File: src/rtl/pmu_pkg.sv
package pmu_pkg;
  localparam int CNT_W   = 32;
  localparam int CODE_W  = 8;
  localparam int N_EVT   = 1 << CODE_W;
  localparam int N_EC    = 2;
  localparam int N_FLAG  = N_EC + 1;
  localparam int PRE_W   = 6;

  localparam int B_RUN   = 0;
  localparam int B_ECRST = 1;
  localparam int B_CCRST = 2;
  localparam int B_SLOW  = 3;
  localparam int IE_LSB  = 4;
  localparam int FL_LSB  = 8;
  localparam int SEL_LSB = 12;

  localparam logic [1:0] A_CTRL = 2'd0;
  localparam logic [1:0] A_CYC  = 2'd1;
  localparam logic [1:0] A_EC0  = 2'd2;
  localparam logic [1:0] A_EC1  = 2'd3;
endpackage

File: src/rtl/pmu_event_ctr.sv
module pmu_event_ctr #(
  parameter int W      = 32,
  parameter int CODE_W = 8,
  localparam int NEV   = 1 << CODE_W
) (
  input  logic              clk,
  input  logic              rst_n,
  input  logic              run,
  input  logic [CODE_W-1:0] code,
  input  logic [NEV-1:0]    events,
  input  logic              clr,
  input  logic              wr,
  input  logic [W-1:0]      wdata,
  output logic [W-1:0]      count,
  output logic              ovf
);
  logic inc;
  assign inc = run && (code != '1) && events[code];
  assign ovf = inc && !clr && !wr && (count == '1);

  always_ff @(posedge clk or negedge rst_n) begin
    if (!rst_n)   count <= '0;
    else if (clr) count <= '0;
    else if (wr)  count <= wdata;
    else if (inc) count <= count + W'(1);
  end

  assert_parked_R5: assert property (@(posedge clk) disable iff (!rst_n)
    (code == '1 && !clr && !wr) |=> $stable(count));
  assert_gated_R1: assert property (@(posedge clk) disable iff (!rst_n)
    (!run && !clr && !wr) |=> $stable(count));
  assert_step_R4: assert property (@(posedge clk) disable iff (!rst_n)
    (!clr && !wr) |=> (count == $past(count) || count == $past(count) + W'(1)));
  assert_wrap_R7: assert property (@(posedge clk) disable iff (!rst_n)
    ovf |=> count == '0);
endmodule

File: src/rtl/pmu_cycle_ctr.sv
module pmu_cycle_ctr #(
  parameter int W     = 32,
  parameter int PRE_W = 6
) (
  input  logic         clk,
  input  logic         rst_n,
  input  logic         run,
  input  logic         slow,
  input  logic         clr,
  input  logic         wr,
  input  logic [W-1:0] wdata,
  output logic [W-1:0] count,
  output logic         ovf
);
  logic [PRE_W-1:0] pre;
  logic             tick;
  assign tick = run && (!slow || pre == '1);
  assign ovf  = tick && !clr && !wr && (count == '1);

  always_ff @(posedge clk or negedge rst_n) begin
    if (!rst_n)   pre <= '0;
    else if (clr) pre <= '0;
    else if (run) pre <= pre + PRE_W'(1);
  end

  always_ff @(posedge clk or negedge rst_n) begin
    if (!rst_n)    count <= '0;
    else if (clr)  count <= '0;
    else if (wr)   count <= wdata;
    else if (tick) count <= count + W'(1);
  end

  assert_cyc_gated_R1: assert property (@(posedge clk) disable iff (!rst_n)
    (!run && !clr && !wr) |=> $stable(count));
  assert_cyc_slow_R3: assert property (@(posedge clk) disable iff (!rst_n)
    (slow && pre != '1 && !clr && !wr) |=> $stable(count));
  assert_cyc_wrap_R7: assert property (@(posedge clk) disable iff (!rst_n)
    ovf |=> count == '0);
endmodule

File: src/rtl/perf_mon_unit.sv
module perf_mon_unit
  import pmu_pkg::*;
(
  input  logic             clk,
  input  logic             rst_n,
  input  logic [1:0]       reg_addr,
  input  logic             reg_wr,
  input  logic [31:0]      reg_wdata,
  input  logic             reg_rd,
  output logic [31:0]      rd_data,
  output logic             rd_valid,
  input  logic [N_EVT-1:0] evt_pulse,
  output logic             irq
);
  logic              run_q, slow_q;
  logic [N_FLAG-1:0] ie_q, flag_q, ovf_vec, w1c_mask, flag_keep;
  logic [CODE_W-1:0] code_q [N_EC];
  logic [CNT_W-1:0]  ec_cnt [N_EC];
  logic [CNT_W-1:0]  cyc_cnt;
  logic              ctrl_wr, ec_clr, cc_clr;
  logic [31:0]       ctrl_view, rd_mux;

  assign ctrl_wr   = reg_wr && reg_addr == A_CTRL;
  assign ec_clr    = ctrl_wr && reg_wdata[B_ECRST];
  assign cc_clr    = ctrl_wr && reg_wdata[B_CCRST];
  assign w1c_mask  = ctrl_wr ? reg_wdata[FL_LSB +: N_FLAG] : '0;
  assign flag_keep = flag_q & ~w1c_mask;

  generate
    for (genvar i = 0; i < N_EC; i++) begin : g_ec
      pmu_event_ctr #(.W(CNT_W), .CODE_W(CODE_W)) u_ec (
        .clk    (clk),
        .rst_n  (rst_n),
        .run    (run_q),
        .code   (code_q[i]),
        .events (evt_pulse),
        .clr    (ec_clr),
        .wr     (reg_wr && reg_addr == 2'(A_EC0 + i)),
        .wdata  (reg_wdata),
        .count  (ec_cnt[i]),
        .ovf    (ovf_vec[i])
      );
    end
  endgenerate

  pmu_cycle_ctr #(.W(CNT_W), .PRE_W(PRE_W)) u_cyc (
    .clk   (clk),
    .rst_n (rst_n),
    .run   (run_q),
    .slow  (slow_q),
    .clr   (cc_clr),
    .wr    (reg_wr && reg_addr == A_CYC),
    .wdata (reg_wdata),
    .count (cyc_cnt),
    .ovf   (ovf_vec[N_EC])
  );

  always_ff @(posedge clk or negedge rst_n) begin
    if (!rst_n) begin
      run_q  <= 1'b0;
      slow_q <= 1'b0;
      ie_q   <= '0;
      flag_q <= '0;
      for (int i = 0; i < N_EC; i++) code_q[i] <= '1;
    end else begin
      flag_q <= flag_keep | ovf_vec;
      if (ctrl_wr) begin
        run_q  <= reg_wdata[B_RUN];
        slow_q <= reg_wdata[B_SLOW];
        ie_q   <= reg_wdata[IE_LSB +: N_FLAG];
        for (int i = 0; i < N_EC; i++)
          code_q[i] <= reg_wdata[SEL_LSB + i*CODE_W +: CODE_W];
      end
    end
  end

  always_comb begin
    ctrl_view                      = '0;
    ctrl_view[B_RUN]               = run_q;
    ctrl_view[B_SLOW]              = slow_q;
    ctrl_view[IE_LSB +: N_FLAG]    = ie_q;
    ctrl_view[FL_LSB +: N_FLAG]    = flag_q;
    for (int i = 0; i < N_EC; i++)
      ctrl_view[SEL_LSB + i*CODE_W +: CODE_W] = code_q[i];
  end

  always_comb begin
    case (reg_addr)
      A_CTRL:  rd_mux = ctrl_view;
      A_CYC:   rd_mux = cyc_cnt;
      A_EC0:   rd_mux = ec_cnt[0];
      default: rd_mux = ec_cnt[1];
    endcase
  end

  always_ff @(posedge clk or negedge rst_n) begin
    if (!rst_n) begin
      rd_valid <= 1'b0;
      rd_data  <= '0;
    end else begin
      rd_valid <= reg_rd;
      if (reg_rd) rd_data <= rd_mux;
    end
  end

  assign irq = |(flag_q & ie_q);

  assert_flag_hold_R9: assert property (@(posedge clk) disable iff (!rst_n)
    1'b1 |=> ((flag_q & $past(flag_keep)) == $past(flag_keep)));
  assert_flag_set_R7: assert property (@(posedge clk) disable iff (!rst_n)
    (|ovf_vec) |=> ((flag_q & $past(ovf_vec)) == $past(ovf_vec)));
  assert_irq_R10: assert property (@(posedge clk) disable iff (!rst_n)
    ((|(ovf_vec & ie_q)) && !ctrl_wr) |=> irq);
  assert_rsv_R11: assert property (@(posedge clk) disable iff (!rst_n)
    rd_valid |-> (rd_data[31:28] == 4'h0 || $past(reg_addr) != A_CTRL));
endmodule

File: config.mk
export PLATFORM = sky130hd
export DESIGN_NAME = perf_mon_unit
export DESIGN_NICKNAME = d
export VERILOG_FILES = /design/src/rtl/pmu_pkg.sv /design/src/rtl/pmu_event_ctr.sv /design/src/rtl/pmu_cycle_ctr.sv /design/src/rtl/perf_mon_unit.sv
export SDC_FILE = /design/constraint.sdc
export NUM_CORES = 1
export LEC_CHECK = 0
export ABC_AREA = 1
export BUFFER_PORTS_ARGS = -buffer_cell sky130_fd_sc_hd__buf_2
export CORE_ASPECT_RATIO = 1.5
export CORE_MARGIN = 1
export CORE_UTILIZATION = 45
export DETAILED_ROUTE_END_ITERATION = 8
export PLACE_DENSITY = 0.68
export SLEW_MARGIN = 30
export SYNTH_ARGS = -nofsm -noshare
export SYNTH_HDL_FRONTEND = slang
export SYNTH_SLANG_ARGS = --single-unit
File: constraint.sdc
create_clock -name clk -period 2.7 [get_ports clk]
set_input_delay 0.54 -clock clk [delete_from_list [all_inputs] [get_ports clk]]
set_output_delay 0.54 -clock clk [all_outputs]
set_load 0.01 [all_outputs]
==> results.sh <==
export IMPL_gp_congestion=1.02
export IMPL_critPathBufInv=2
export IMPL_synth_ff_type="dfrtp_1"
export IMPL_yosys_top_cells_area="dfrtp_1 24%, nand2_1 22%, nand3_1 15%"
export IMPL_crit_required_ns=3.09
export IMPL_cts_sinks=159
export IMPL_hp_class="in -> async"
export IMPL_outcome="finished clean"
export IMPL_synth_adder_area_share_pct=0.333
export IMPL_finalHoldViolCount=0
export IMPL_max_freq_ghz=0.375
export IMPL_yosysWarningCount=0
export IMPL_grt_max_degree=72
export IMPL_antenna_found_initial=3
export IMPL_yosys_area_share_simple_pct=44.0
export IMPL_clkLatencyLatePin_ns=0.45
export IMPL_wl_per_cell_microns=22.6
export IMPL_die_y_microns=226
export IMPL_end_kind="register"
export IMPL_vias=20000
export IMPL_htreeDepth=4
export IMPL_async_reset_ff_share_pct=100
export IMPL_yosysTopAreaCell="dfrtp_1"
export IMPL_ys_ff_latch=159
export IMPL_core_rowCount=81
export IMPL_synthToLayoutAreaGrowth_pct=21.5
export IMPL_clkTransAtPathRegs_ns=0.07
export IMPL_layout_drive_gt1_share_pct=18.0
export IMPL_ir_drop_v=0.000660
export IMPL_ctsHoldBuffers=0
export IMPL_boundaryPins=328
export IMPL_p_sw_mw=6.60
export IMPL_maxSlewViolCount=0
export IMPL_fin_crit_ns=2.67
export IMPL_crit_arrival_ns=3.06
export IMPL_slew_headroom_pct=44.6
export IMPL_grt_pass1_wl_microns=107000
export IMPL_leakage_nw=8.75
export IMPL_dp_hpwl_microns=53700
export IMPL_synth_mux_area_share_pct=0
export IMPL_drtIter0Drc=2114
export IMPL_r2r_cells=13
export IMPL_fin_setup_tns_ns=0
export IMPL_syn_area_sq_um=15000
export IMPL_overflow=0
export IMPL_synth_xor_area_share_pct=2.16
export IMPL_cts_tree="built"
export IMPL_first_global_vias=18600
export IMPL_syn_nets=2828
export IMPL_critPathLaunchType="register"
export IMPL_period_share_pct=98.8
export IMPL_die_area_sq_um=34100
export IMPL_combPwrFrac_pct=48.6
export IMPL_tightest_slew_ns=0.831
export IMPL_core_sq_um=32700
export IMPL_ant_nets=0
export IMPL_reg2reg_from="code_q[0]$_DFFE_PN1P_"
export IMPL_crit_path_top_delay_cell="dfstp_4"
export IMPL_die_w_microns=151
export IMPL_rsz0062_at_grt="true"
export IMPL_avgSynthCellArea_sq_um=5.93
export IMPL_viasPerCell=6.20
export IMPL_cts_root_buf="clkbuf_16"
export IMPL_seq_power_share_pct=32.0
export IMPL_synth_top_area_share_pct=23.8
export IMPL_start_util_pct=45.9
export IMPL_ys_types=43
export IMPL_worstPathMaxFanout=18
export IMPL_power_switching_share_pct=47.1
export IMPL_remaining_drc_errors=0
export IMPL_crit_type="reg -> reg"
export IMPL_setup_viol=0
export IMPL_max_cap_violations=0
export IMPL_syn_inst=2530
export IMPL_ys_seq_area_share_pct=26.6
export IMPL_cts_buffers=17
export IMPL_synth_top_family_by_area="simple AND/OR/NAND/NOR gates"
export IMPL_p_total_mw=14.0
export IMPL_rr_endpoint="g_ec[1].u_ec.count[3]$_DFFE_PN0P_"
export IMPL_portBuffers=327
export IMPL_synth_edf_count=0
export IMPL_ctsLongestPathBuffers=2
export IMPL_power_per_cell_area_nw_per_um2=768
export IMPL_rrSetupSlack_ns=0.03
export IMPL_path_delay_family="simple AND/OR/NAND/NOR gates"
export IMPL_nets=3095
export IMPL_dr_pass1_iters=6
export IMPL_wirelength_microns=72800
export IMPL_intPower_mw=7.41
export IMPL_finalClockSkew_ns=0.0112
export IMPL_synth_compound_area_share_pct=17.7
export IMPL_pwr_share_clk_pct=19.4
export IMPL_grt_usage_pct=42.0
export IMPL_slowest_delay_ns=0.68
export IMPL_crit_chain="buf_16 > nand2_1 > a21boi_1 > o211ai_1 > nand3_1 > nand3_1 > nand3_1 > nand3_2 > nand3_4 > nand2_4 > buf_12 > nand2_1 > nand2_1"
[through the flow]
| stage | util (%) | hold slack [ns] | setup WS [ns] | std cells | instance area, sq um |
|---|---|---|---|---|---|
| after floorplan | - | 0.244 | 0.650 | 2530 | 15000 |
| after global routing | 55.7 | 0.0674 | -0.0589 | 3226 | 18200 |
| final | 55.7 | 0.0367 | 0.0326 | 3227 | 18200 |
| after detailed placement | 52.9 | 0.468 | -0.0660 | 3184 | 17300 |
| after CTS | 55.0 | 0.0506 | 0.0246 | 3217 | 18000 |
| after global placement | 52.9 | 0.463 | -0.0205 | 3184 | 17300 |
[power groups by stage]
stage	logic [mW]	clock network [mW]	registers [mW]
after floorplan	4.29	0	4.05
after global placement	6.35	0	4.45
after detailed placement	6.45	0	4.46
after CTS	6.51	2.73	4.43
after global routing	7.39	2.83	4.59
final	6.82	2.72	4.48
[cell families after synthesis]
family	after synthesis
adders and majority gates	4
AOI/OAI and AO/OA	461
and+or+nand+nor	1540
buffers and inverters	329
xor gates and xnor gates	37
DFF	159
[repair_timing]
action | 4_1_cts | 5_1_grt
endpoints found under the setup margin | 33 | 68
gates resized for setup | 2 | 24
buffers inserted | 0 | 5
pin swaps | 1 | 4
gates cloned | 1 | 3
endpoints found under the hold margin | 0 | 0
[cells in the mapped netlist (all sizes together) (7+ instances only)]
cell    instances
nand2         876
nand3         451
o21ai         185
inv           145
dfrtp         143
a21oi         123
nor2          111
buf            99
clkbuf         81
o22ai          45
nor3           44
nand4          33
o211ai         30
a221oi         27
xor2           26
a21boi         21
nor4           18
dfstp          16
a211oi         13
xnor2          11
a31oi           7
[worst reg2reg max path: stages, from the launching register on]
cell,delay (ns)
dfstp_4,0.68
buf_16,0.17
nand2_1,0.06
a21boi_1,0.13
o211ai_1,0.61
nand3_1,0.16
nand3_1,0.10
nand3_1,0.09
nand3_2,0.10
nand3_4,0.11
nand2_4,0.13
buf_12,0.16
nand2_1,0.07
nand2_1,0.05
[routing by layer]
layer,part of all wire (%),up-vias,track usage [%]
li1,-,9094,-
met1,34,9097,46.4
met2,46,1446,68.9
met3,10,353,7.03
met4,9.9,2,37.0
met5,0.023,-,0
[state kept, by name (all words and copies together) (netlist names)]
name,flops
run_q,1
g_ec.u_ec.count,64
code_q,16
rd_data,32
u_cyc.pre,6
rd_valid,1
u_cyc.count,32
slow_q,1
ie_q,3
flag_q,3
[cells in the final DEF, fill, tap and decap left out, types with 26 or more instances in the layout]
| master | n |
|---|---|
| buf_4 | 68 |
| inv_1 | 139 |
| a221oi_1 | 27 |
| nand3_1 | 444 |
| nand2_1 | 873 |
| o21ai_0 | 184 |
| buf_2 | 326 |
| nor2_1 | 102 |
| nor3_1 | 42 |
| o22ai_1 | 45 |
| a21oi_1 | 123 |
| dfrtp_1 | 143 |
| xor2_1 | 26 |
| o211ai_1 | 30 |
| nand4_1 | 33 |
[worst max-delay path by stage]
stage / start / to / slack, ns / cells past startpoint
after detailed placement: code_q[0]$_DFFE_PN1P_ / g_ec[1].u_ec.count[15]$_DFFE_PN0P_ / -0.07 / 14
final: code_q[0]$_DFFE_PN1P_ / g_ec[1].u_ec.count[3]$_DFFE_PN0P_ / 0.03 / 13
after floorplan: code_q[8]$_DFFE_PN1P_ / g_ec[0].u_ec.count[13]$_DFFE_PN0P_ / 0.65 / 18
after global routing: code_q[0]$_DFFE_PN1P_ / g_ec[1].u_ec.count[1]$_DFFE_PN0P_ / -0.06 / 13
after global placement: code_q[0]$_DFFE_PN1P_ / g_ec[1].u_ec.count[23]$_DFFE_PN0P_ / -0.02 / 14
after CTS: code_q[0]$_DFFE_PN1P_ / g_ec[1].u_ec.count[20]$_DFFE_PN0P_ / 0.02 / 13
[layout make-up]
class	instances	area [sq um]
Antenna cell	2	5.00
Multi-Input combinational cell	2042	9710
Clock inverter	14	214
Tap cell	415	519
Sequential cell	159	4010
Fill cell	3328	14500
Inverter	149	564
Timing Repair Buffer	428	2800
Clock buffer	18	429
Power figures use the tool's default switching activity.
